<file path="config.mk">
export PLATFORM = sky130hd
export DESIGN_NAME = pll_reconfig_seq
export DESIGN_NICKNAME = d
export VERILOG_FILES = /design/src/rtl/pll_rcfg_pkg.sv /design/src/rtl/pll_rcfg_entries.sv /design/src/rtl/pll_rcfg_rmw.sv /design/src/rtl/pll_rcfg_ctrl.sv /design/src/rtl/pll_reconfig_seq.sv
export SDC_FILE = /design/constraint.sdc
export NUM_CORES = 1
export LEC_CHECK = 0
export BUFFER_PORTS_ARGS = -buffer_cell sky130_fd_sc_hd__buf_2
export CAP_MARGIN = 40
export CORE_MARGIN = 8
export CORE_UTILIZATION = 33
export DETAILED_ROUTE_END_ITERATION = 6
export HOLD_SLACK_MARGIN = 0.1
export PLACE_DENSITY = 0.65
export SLEW_MARGIN = 40
export SYNTH_ARGS = -nofsm -noshare
export SYNTH_HDL_FRONTEND = slang
export SYNTH_HIERARCHICAL = 1
export SYNTH_SLANG_ARGS = --single-unit
</file>
<file path="constraint.sdc">
create_clock -name clk -period 10.6 [get_ports clk]
set_input_delay 0.53 -clock clk [delete_from_list [all_inputs] [get_ports clk]]
set_output_delay 0.53 -clock clk [all_outputs]
set_load 0.05 [all_outputs]
</file>
<file path="src/rtl/pll_rcfg_pkg.sv">
package pll_rcfg_pkg;

  typedef enum logic [2:0] {
    PH_IDLE    = 3'd0,
    PH_ENABLE  = 3'd1,
    PH_PROG    = 3'd2,
    PH_RST_SET = 3'd3,
    PH_RST_CLR = 3'd4,
    PH_RECAL   = 3'd5
  } phase_t;

  typedef enum logic [1:0] {
    AX_IDLE  = 2'd0,
    AX_READ  = 2'd1,
    AX_WRITE = 2'd2
  } axs_t;

  localparam int unsigned LANE_BITS = 8;

  // fixed control bytes: address, bit pattern to apply
  localparam logic [7:0] ENA_BYTE_ADDR = 8'h10;
  localparam logic [7:0] ENA_BIT       = 8'h01;
  localparam logic [7:0] RST_BYTE_ADDR = 8'h80;
  localparam logic [7:0] RST_BIT       = 8'h04;
  localparam logic [7:0] CAL_BYTE_ADDR = 8'h89;
  localparam logic [7:0] CAL_BIT       = 8'h08;

endpackage

</file>
<file path="src/rtl/pll_rcfg_entries.sv">
module pll_rcfg_entries #(
  parameter int unsigned N_ENTRIES = 4,
  parameter int unsigned ADDR_W    = 8,
  parameter int unsigned REG_W     = 32,
  parameter int unsigned ENT_W     = 2,
  parameter int unsigned LANE_W    = 2
) (
  input  logic                          clk,
  input  logic                          load,
  input  logic [N_ENTRIES*ADDR_W-1:0]   in_addr,
  input  logic [N_ENTRIES*REG_W-1:0]    in_val,
  input  logic [N_ENTRIES*REG_W-1:0]    in_mask,
  input  logic [ENT_W-1:0]              sel_ent,
  input  logic [LANE_W-1:0]             sel_lane,
  output logic [ADDR_W-1:0]             lane_addr,
  output logic [7:0]                    lane_val,
  output logic [7:0]                    lane_mask
);

  logic [ADDR_W-1:0] addr_q [N_ENTRIES];
  logic [REG_W-1:0]  val_q  [N_ENTRIES];
  logic [REG_W-1:0]  mask_q [N_ENTRIES];

  for (genvar e = 0; e < N_ENTRIES; e++) begin : g_ent
    always_ff @(posedge clk) begin
      if (load) begin
        addr_q[e] <= in_addr[e*ADDR_W +: ADDR_W];
        val_q[e]  <= in_val[e*REG_W +: REG_W];
        mask_q[e] <= in_mask[e*REG_W +: REG_W];
      end
    end
  end

  always_comb begin
    lane_addr = addr_q[sel_ent] + ADDR_W'(sel_lane);
    lane_val  = val_q[sel_ent][sel_lane*8 +: 8];
    lane_mask = mask_q[sel_ent][sel_lane*8 +: 8];
  end

endmodule

</file>
<file path="src/rtl/pll_rcfg_rmw.sv">
module pll_rcfg_rmw
  import pll_rcfg_pkg::*;
#(
  parameter int unsigned ADDR_W = 8
) (
  input  logic              clk,
  input  logic              rst,
  input  logic              op_valid,
  output logic              op_ready,
  input  logic [ADDR_W-1:0] op_addr,
  input  logic [7:0]        op_val,
  input  logic [7:0]        op_mask,
  output logic              op_done,
  output logic [ADDR_W-1:0] pll_addr,
  output logic              pll_read,
  output logic              pll_write,
  output logic [7:0]        pll_wdata,
  input  logic [7:0]        pll_rdata,
  input  logic              pll_waitreq
);

  axs_t              st_q;
  logic [ADDR_W-1:0] addr_q;
  logic [7:0]        val_q;
  logic [7:0]        mask_q;
  logic [7:0]        merged_q;

  always_ff @(posedge clk) begin
    if (rst) begin
      st_q     <= AX_IDLE;
      addr_q   <= '0;
      val_q    <= '0;
      mask_q   <= '0;
      merged_q <= '0;
    end else begin
      unique case (st_q)
        AX_IDLE: if (op_valid) begin
          addr_q <= op_addr;
          val_q  <= op_val;
          mask_q <= op_mask;
          st_q   <= AX_READ;
        end
        AX_READ: if (!pll_waitreq) begin
          merged_q <= (pll_rdata & ~mask_q) | (val_q & mask_q);
          st_q     <= AX_WRITE;
        end
        AX_WRITE: if (!pll_waitreq) st_q <= AX_IDLE;
        default: st_q <= AX_IDLE;
      endcase
    end
  end

  assign op_ready  = (st_q == AX_IDLE);
  assign op_done   = (st_q == AX_WRITE) && !pll_waitreq;
  assign pll_addr  = addr_q;
  assign pll_read  = (st_q == AX_READ);
  assign pll_write = (st_q == AX_WRITE);
  assign pll_wdata = merged_q;


  rw_excl_chk: assert property (@(posedge clk) disable iff (rst)
    !(pll_read && pll_write));


  rd_hold_chk: assert property (@(posedge clk) disable iff (rst)
    (pll_read && pll_waitreq) |=> (pll_read && $stable(pll_addr)));


  wr_hold_chk: assert property (@(posedge clk) disable iff (rst)
    (pll_write && pll_waitreq) |=> (pll_write && $stable(pll_addr) && $stable(pll_wdata)));


  rd_then_wr_chk: assert property (@(posedge clk) disable iff (rst)
    (pll_read && !pll_waitreq) |=> (pll_write && $stable(pll_addr)));


  rst_quiet_chk: assert property (@(posedge clk)
    rst |=> (!pll_read && !pll_write));

endmodule

</file>
<file path="src/rtl/pll_rcfg_ctrl.sv">
module pll_rcfg_ctrl
  import pll_rcfg_pkg::*;
#(
  parameter int unsigned N_ENTRIES = 4,
  parameter int unsigned ADDR_W    = 8,
  parameter int unsigned CNT_W     = 3,
  parameter int unsigned ENT_W     = 2,
  parameter int unsigned LANE_W    = 2,
  parameter int unsigned LANES     = 4
) (
  input  logic              clk,
  input  logic              rst,
  input  logic              start,
  input  logic [CNT_W-1:0]  req_count,
  output logic              load,
  output logic [ENT_W-1:0]  sel_ent,
  output logic [LANE_W-1:0] sel_lane,
  input  logic [ADDR_W-1:0] lane_addr,
  input  logic [7:0]        lane_val,
  input  logic [7:0]        lane_mask,
  output logic              op_valid,
  input  logic              op_ready,
  output logic [ADDR_W-1:0] op_addr,
  output logic [7:0]        op_val,
  output logic [7:0]        op_mask,
  input  logic              op_done,
  output logic              busy,
  output logic              done
);

  phase_t            phase_q, nxt_phase;
  logic              issued_q;
  logic [ENT_W-1:0]  ent_q, nxt_ent, last_q;
  logic [LANE_W-1:0] lane_q, nxt_lane;
  logic              busy_q, done_q, fin;
  logic              start_ok, skip_lane, advance;

  assign start_ok = start && !busy_q && (req_count != '0) &&
                    (req_count <= CNT_W'(N_ENTRIES));
  assign load     = start_ok;
  assign sel_ent  = ent_q;
  assign sel_lane = lane_q;

  // operation presented to the access engine
  always_comb begin
    op_addr = lane_addr;
    op_val  = lane_val;
    op_mask = lane_mask;
    unique case (phase_q)
      PH_ENABLE:  begin op_addr = ADDR_W'(ENA_BYTE_ADDR); op_val = ENA_BIT; op_mask = ENA_BIT; end
      PH_RST_SET: begin op_addr = ADDR_W'(RST_BYTE_ADDR); op_val = RST_BIT; op_mask = RST_BIT; end
      PH_RST_CLR: begin op_addr = ADDR_W'(RST_BYTE_ADDR); op_val = 8'h00;   op_mask = RST_BIT; end
      PH_RECAL:   begin op_addr = ADDR_W'(CAL_BYTE_ADDR); op_val = CAL_BIT; op_mask = CAL_BIT; end
      default: ;
    endcase
  end

  assign skip_lane = (phase_q == PH_PROG) && !issued_q && (lane_mask == 8'h00);
  assign op_valid  = (phase_q != PH_IDLE) && !issued_q && !skip_lane;
  assign advance   = op_done || skip_lane;

  // successor of the current step
  always_comb begin
    nxt_phase = phase_q;
    nxt_ent   = ent_q;
    nxt_lane  = lane_q;
    fin       = 1'b0;
    unique case (phase_q)
      PH_ENABLE:  nxt_phase = PH_PROG;
      PH_PROG: begin
        if (lane_q == LANE_W'(LANES - 1)) begin
          nxt_lane = '0;
          if (ent_q == last_q) nxt_phase = PH_RST_SET;
          else                 nxt_ent   = ent_q + 1'b1;
        end else begin
          nxt_lane = lane_q + 1'b1;
        end
      end
      PH_RST_SET: nxt_phase = PH_RST_CLR;
      PH_RST_CLR: nxt_phase = PH_RECAL;
      PH_RECAL: begin
        nxt_phase = PH_IDLE;
        fin       = 1'b1;
      end
      default: ;
    endcase
  end

  always_ff @(posedge clk) begin
    if (rst) begin
      phase_q  <= PH_IDLE;
      issued_q <= 1'b0;
      ent_q    <= '0;
      lane_q   <= '0;
      last_q   <= '0;
      busy_q   <= 1'b0;
      done_q   <= 1'b0;
    end else begin
      done_q <= 1'b0;
      if (phase_q == PH_IDLE) begin
        if (start_ok) begin
          phase_q  <= PH_ENABLE;
          busy_q   <= 1'b1;
          ent_q    <= '0;
          lane_q   <= '0;
          issued_q <= 1'b0;
          last_q   <= ENT_W'(req_count - 1'b1);
        end
      end else begin
        if (op_valid && op_ready) issued_q <= 1'b1;
        if (advance) begin
          issued_q <= 1'b0;
          phase_q  <= nxt_phase;
          ent_q    <= nxt_ent;
          lane_q   <= nxt_lane;
          if (fin) begin
            busy_q <= 1'b0;
            done_q <= 1'b1;
          end
        end
      end
    end
  end

  assign busy = busy_q;
  assign done = done_q;


  done_pulse_chk: assert property (@(posedge clk) disable iff (rst)
    done |=> !done);


  done_idle_chk: assert property (@(posedge clk) disable iff (rst)
    done |-> (!busy && phase_q == PH_IDLE));


  prog_order_chk: assert property (@(posedge clk) disable iff (rst)
    (phase_q == PH_PROG) |=> (phase_q == PH_PROG || phase_q == PH_RST_SET));


  release_order_chk: assert property (@(posedge clk) disable iff (rst)
    (phase_q == PH_RST_CLR) |=> (phase_q == PH_RST_CLR || phase_q == PH_RECAL));


  busy_hold_chk: assert property (@(posedge clk) disable iff (rst)
    (busy && phase_q != PH_RECAL) |=> busy);


  rst_idle_chk: assert property (@(posedge clk)
    rst |=> (!busy && !done));

endmodule

</file>
<file path="src/rtl/pll_reconfig_seq.sv">
module pll_reconfig_seq
  import pll_rcfg_pkg::*;
#(
  parameter int unsigned N_ENTRIES = 4,
  parameter int unsigned ADDR_W    = 8,
  parameter int unsigned REG_W     = 32,
  localparam int unsigned CNT_W    = $clog2(N_ENTRIES + 1),
  localparam int unsigned ENT_W    = (N_ENTRIES > 1) ? $clog2(N_ENTRIES) : 1,
  localparam int unsigned LANES    = REG_W / LANE_BITS,
  localparam int unsigned LANE_W   = (LANES > 1) ? $clog2(LANES) : 1
) (
  input  logic                        clk,
  input  logic                        rst,
  input  logic                        start,
  input  logic [CNT_W-1:0]            req_count,
  input  logic [N_ENTRIES*ADDR_W-1:0] req_addr,
  input  logic [N_ENTRIES*REG_W-1:0]  req_val,
  input  logic [N_ENTRIES*REG_W-1:0]  req_mask,
  output logic                        busy,
  output logic                        done,
  output logic [ADDR_W-1:0]           pll_addr,
  output logic                        pll_read,
  output logic                        pll_write,
  output logic [7:0]                  pll_wdata,
  input  logic [7:0]                  pll_rdata,
  input  logic                        pll_waitreq
);

  logic              load;
  logic [ENT_W-1:0]  sel_ent;
  logic [LANE_W-1:0] sel_lane;
  logic [ADDR_W-1:0] lane_addr, op_addr;
  logic [7:0]        lane_val, lane_mask, op_val, op_mask;
  logic              op_valid, op_ready, op_done;

  pll_rcfg_entries #(
    .N_ENTRIES(N_ENTRIES), .ADDR_W(ADDR_W), .REG_W(REG_W),
    .ENT_W(ENT_W), .LANE_W(LANE_W)
  ) u_entries (
    .clk(clk), .load(load),
    .in_addr(req_addr), .in_val(req_val), .in_mask(req_mask),
    .sel_ent(sel_ent), .sel_lane(sel_lane),
    .lane_addr(lane_addr), .lane_val(lane_val), .lane_mask(lane_mask)
  );

  pll_rcfg_ctrl #(
    .N_ENTRIES(N_ENTRIES), .ADDR_W(ADDR_W), .CNT_W(CNT_W),
    .ENT_W(ENT_W), .LANE_W(LANE_W), .LANES(LANES)
  ) u_ctrl (
    .clk(clk), .rst(rst), .start(start), .req_count(req_count),
    .load(load), .sel_ent(sel_ent), .sel_lane(sel_lane),
    .lane_addr(lane_addr), .lane_val(lane_val), .lane_mask(lane_mask),
    .op_valid(op_valid), .op_ready(op_ready),
    .op_addr(op_addr), .op_val(op_val), .op_mask(op_mask),
    .op_done(op_done), .busy(busy), .done(done)
  );

  pll_rcfg_rmw #(.ADDR_W(ADDR_W)) u_rmw (
    .clk(clk), .rst(rst),
    .op_valid(op_valid), .op_ready(op_ready),
    .op_addr(op_addr), .op_val(op_val), .op_mask(op_mask), .op_done(op_done),
    .pll_addr(pll_addr), .pll_read(pll_read), .pll_write(pll_write),
    .pll_wdata(pll_wdata), .pll_rdata(pll_rdata), .pll_waitreq(pll_waitreq)
  );

endmodule

</file>
==> reports/results.ini <==
[power]
p_leak_nw=6.131
p_int_mw=2.445
switching_share_pct=25.17
vdd_ir_drop_max_mv=0.1322
power_mw=3.267
powerDensity_nw_per_um2=195.4
p_switching_mw=0.8224
seqPwrFrac_pct=49.7
pwr-share-comb_pct=12.9
pwr-share-clk_pct=37.4

[synthesis]
synth_seq_area_share_pct=71.09
yosys-top-cells-area=edfxtp_1 (64%), mux4_1 (8.4%), mux4_2 (7.5%), dfxtp_1 (6.8%), mux2i_1 (2.4%)
yosysWarningCount=6
synthAdderAreaFrac_pct=0.5205
synth_area_um2=13460
synthDistinctLibCells=54
yosys.area.top_type=edfxtp_1
muxShareOfSynthArea_pct=18.30
synth-simple-area-share_pct=5.010
syn_nets=987
ys_ff_latch=334
synth_top_area_share_pct=64.25
synth_top_family_by_area=multiplexers
syn_area_per_cell_um2=19.82
synth_xor_area_share_pct=0.6507
synth_compound_area_share_pct=2.073
synth_cells=679

[drt]
ant_nets=0
vias=7606
routed_wirelength_um=35090
vias_per_cell=4.826
first_pass_iters=4
drc_errors=0
wl_per_cell_um=22.27
drt_iter0_drc=541

[global_routing]
grt.total_usage_pct=14.39
antenna_found_initial=14
grt_overflow=0
grt_start_max_net_pins=114
grt_pass1_vias=8286
grt_pass1_wl_um=50780

[cts]
clock_latency_ns=0.54
post_cts_resized=0
cts_buffers=38
cts_root_buf=clkbuf_16
h-tree-depth=2
clock-sinks=334
cts_hold_buf=0
cts.clk_slew.worst_paths_ns=0.06
clockBufferDepth=3
cts_tree=built
post-cts-setup-buffers=0

[timing]
finalCritPeriodShare_pct=39.83
max_slew.worst_pin.slew_ns=0.7996
hold_viol=0
max_freq_mhz=236.8
fin_skew_ns=0.01153
timing.setup.tns_ns=0
finalCriticalPeriod_ns=4.222
final.setup.worst_slack_ns=6.378
slew_headroom_pct=46.69
drv_slew=0
setup_viol=0
rsz0062_at_grt=no

[setup_path]
rr_endpoint=u_rmw/mask_q[2]
cp.required_ns=11.00
crit_fanout=40
worstReg2RegStart=u_ctrl/sel_ent[0]
regToRegSetupSlack_ns=6.38
startpoint_type=register
cp.arrival_ns=4.62
reg2reg_depth=10
critPathKind=reg -> reg
crit_path_end_kind=register

[finish]
final_cell_count_no_fill=1576
final_common_cell=buf_2
register_area_um2=9577
design_area_um2=16720
final_cell_mix=buf_2 (321), edfxtp_1 (288), mux4_2 (45)
fill_cells=3674
drive_gt1_share_pct=42.88
layout.nets=1320
multi_input_area_um2=3581
area_growth_pct=24.20

[place]
gp_congestion=0.7829
place_ws_ns=6.264
io_buffers=322
placed_area_um2=15530
place_hpwl_um=25610
dp.cells=1504

[die]
die-area_um2=47510
initial_core_util_pct=33.19
io_pins=323
dieWidth_um=218.0
num_rows=74
placeableCoreArea_um2=40550
die_height_um=218.0

[status]
status=completed

[job]
cap_violations=0

[worst_hold_path]
hp-start=req_mask[70]
whs_path_depth=1
hp-class=in -> reg
hold_path_end=u_entries/mask_q[2][6]

[kinds of logic after synthesis]
group | Yosys count
flip-flops | 334
AND/OR/NAND/NOR | 124
multiplexers | 120
adder cells (fa/ha/maj) | 5
AO/OA/AOI/OAI | 42
XOR/XNOR | 10
buffers and inverters | 44
[cell usage after synthesis, drive strengths merged]
cell         number
a211oi           12
a21o              1
a21oi            12
a22o              4
a32o              2
and2              2
and2b             1
and3             14
and4              2
and4bb            1
buf              22
clkbuf           13
dfxtp            46
dlygate4sd1       1
edfxtp          288
fa                1
ha                4
inv               8
mux2i            32
mux4             88
nand2            28
nand2b            4
nand3             3
nand3b            4
nand4             2
nor2             44
nor2b             5
nor3              7
nor3b             3
nor4              2
o211ai            1
o21ai            10
or3               1
or4b              1
xnor2             4
xor2              6
[cell type report]
| type | instances | share of cell area, % |
|---|---|---|
| inverters | 8 | 0.2619 |
| flip-flops and latches | 334 | 57.28 |
| multi-input cells | 301 | 21.42 |
| clock buffers | 48 | 6.316 |
| diodes | 4 | 0.05987 |
| clock inverters | 20 | 0.6661 |
| repair buffers | 329 | 10.01 |
| well taps | 532 | 3.981 |
[routing by layer]
layer	GRT usage, %	up-vias	part of all wire, %
met5	0	-	0.33
met4	5.598	18	2.8
met3	4.799	82	8.0
met2	24.07	295	50
met1	16.99	3742	39
li1	-	3469	-
[power groups by stage]
stage	registers (mW)	clock network (mW)	logic, mW
after floorplan	1.70	0	0.251
after global placement	1.65	0	0.413
after detailed placement	1.65	0	0.422
after CTS	1.63	1.26	0.423
after global routing	1.64	1.30	0.454
final	1.63	1.22	0.421
[flip-flops by register name (all words and copies together) (netlist names), 3 cells and up]
signal,count
u_ctrl/phase_q,3
u_entries/addr_q,32
u_entries/mask_q,128
u_entries/val_q,128
u_rmw/mask_q,8
u_rmw/pll_addr,8
u_rmw/pll_wdata,8
u_rmw/val_q,8
[stage by stage]
stage / hold slack (ns) / util [%]
final: 0.1589 / 41.23
after global routing: 0.1324 / 41.22
after CTS: 0.1180 / 41.18
after detailed placement: 0.4809 / 38.30
after global placement: 0.4808 / 38.28
after floorplan: 0.4601 / -
[critical path, cell delays in order, from the launching register on]
cell and delay, ns:
dfxtp_4 0.83, buf_4 0.67, mux4_1 0.63, mux4_2 0.53
nor4_4 0.32, and4_2 0.30, nor3_1 0.05, nor3b_4 0.16
buf_4 0.27, mux2i_1 0.20, nor2_1 0.06
[worst max path at each step]
stage / from / end / slack (ns)
CTS: u_ctrl/sel_ent[0] / u_rmw/pll_addr[6] / 6.27
floorplan: req_count[0] / u_ctrl/sel_ent[1] / 2.91
finish: u_ctrl/sel_ent[0] / u_rmw/mask_q[2] / 6.38
detailed placement: u_ctrl/sel_ent[0] / u_rmw/pll_addr[6] / 6.26
global placement: u_ctrl/sel_ent[0] / u_rmw/val_q[4] / 6.36
global route: u_ctrl/sel_ent[0] / u_rmw/mask_q[2] / 6.10
(Power assumes the default switching activity.)
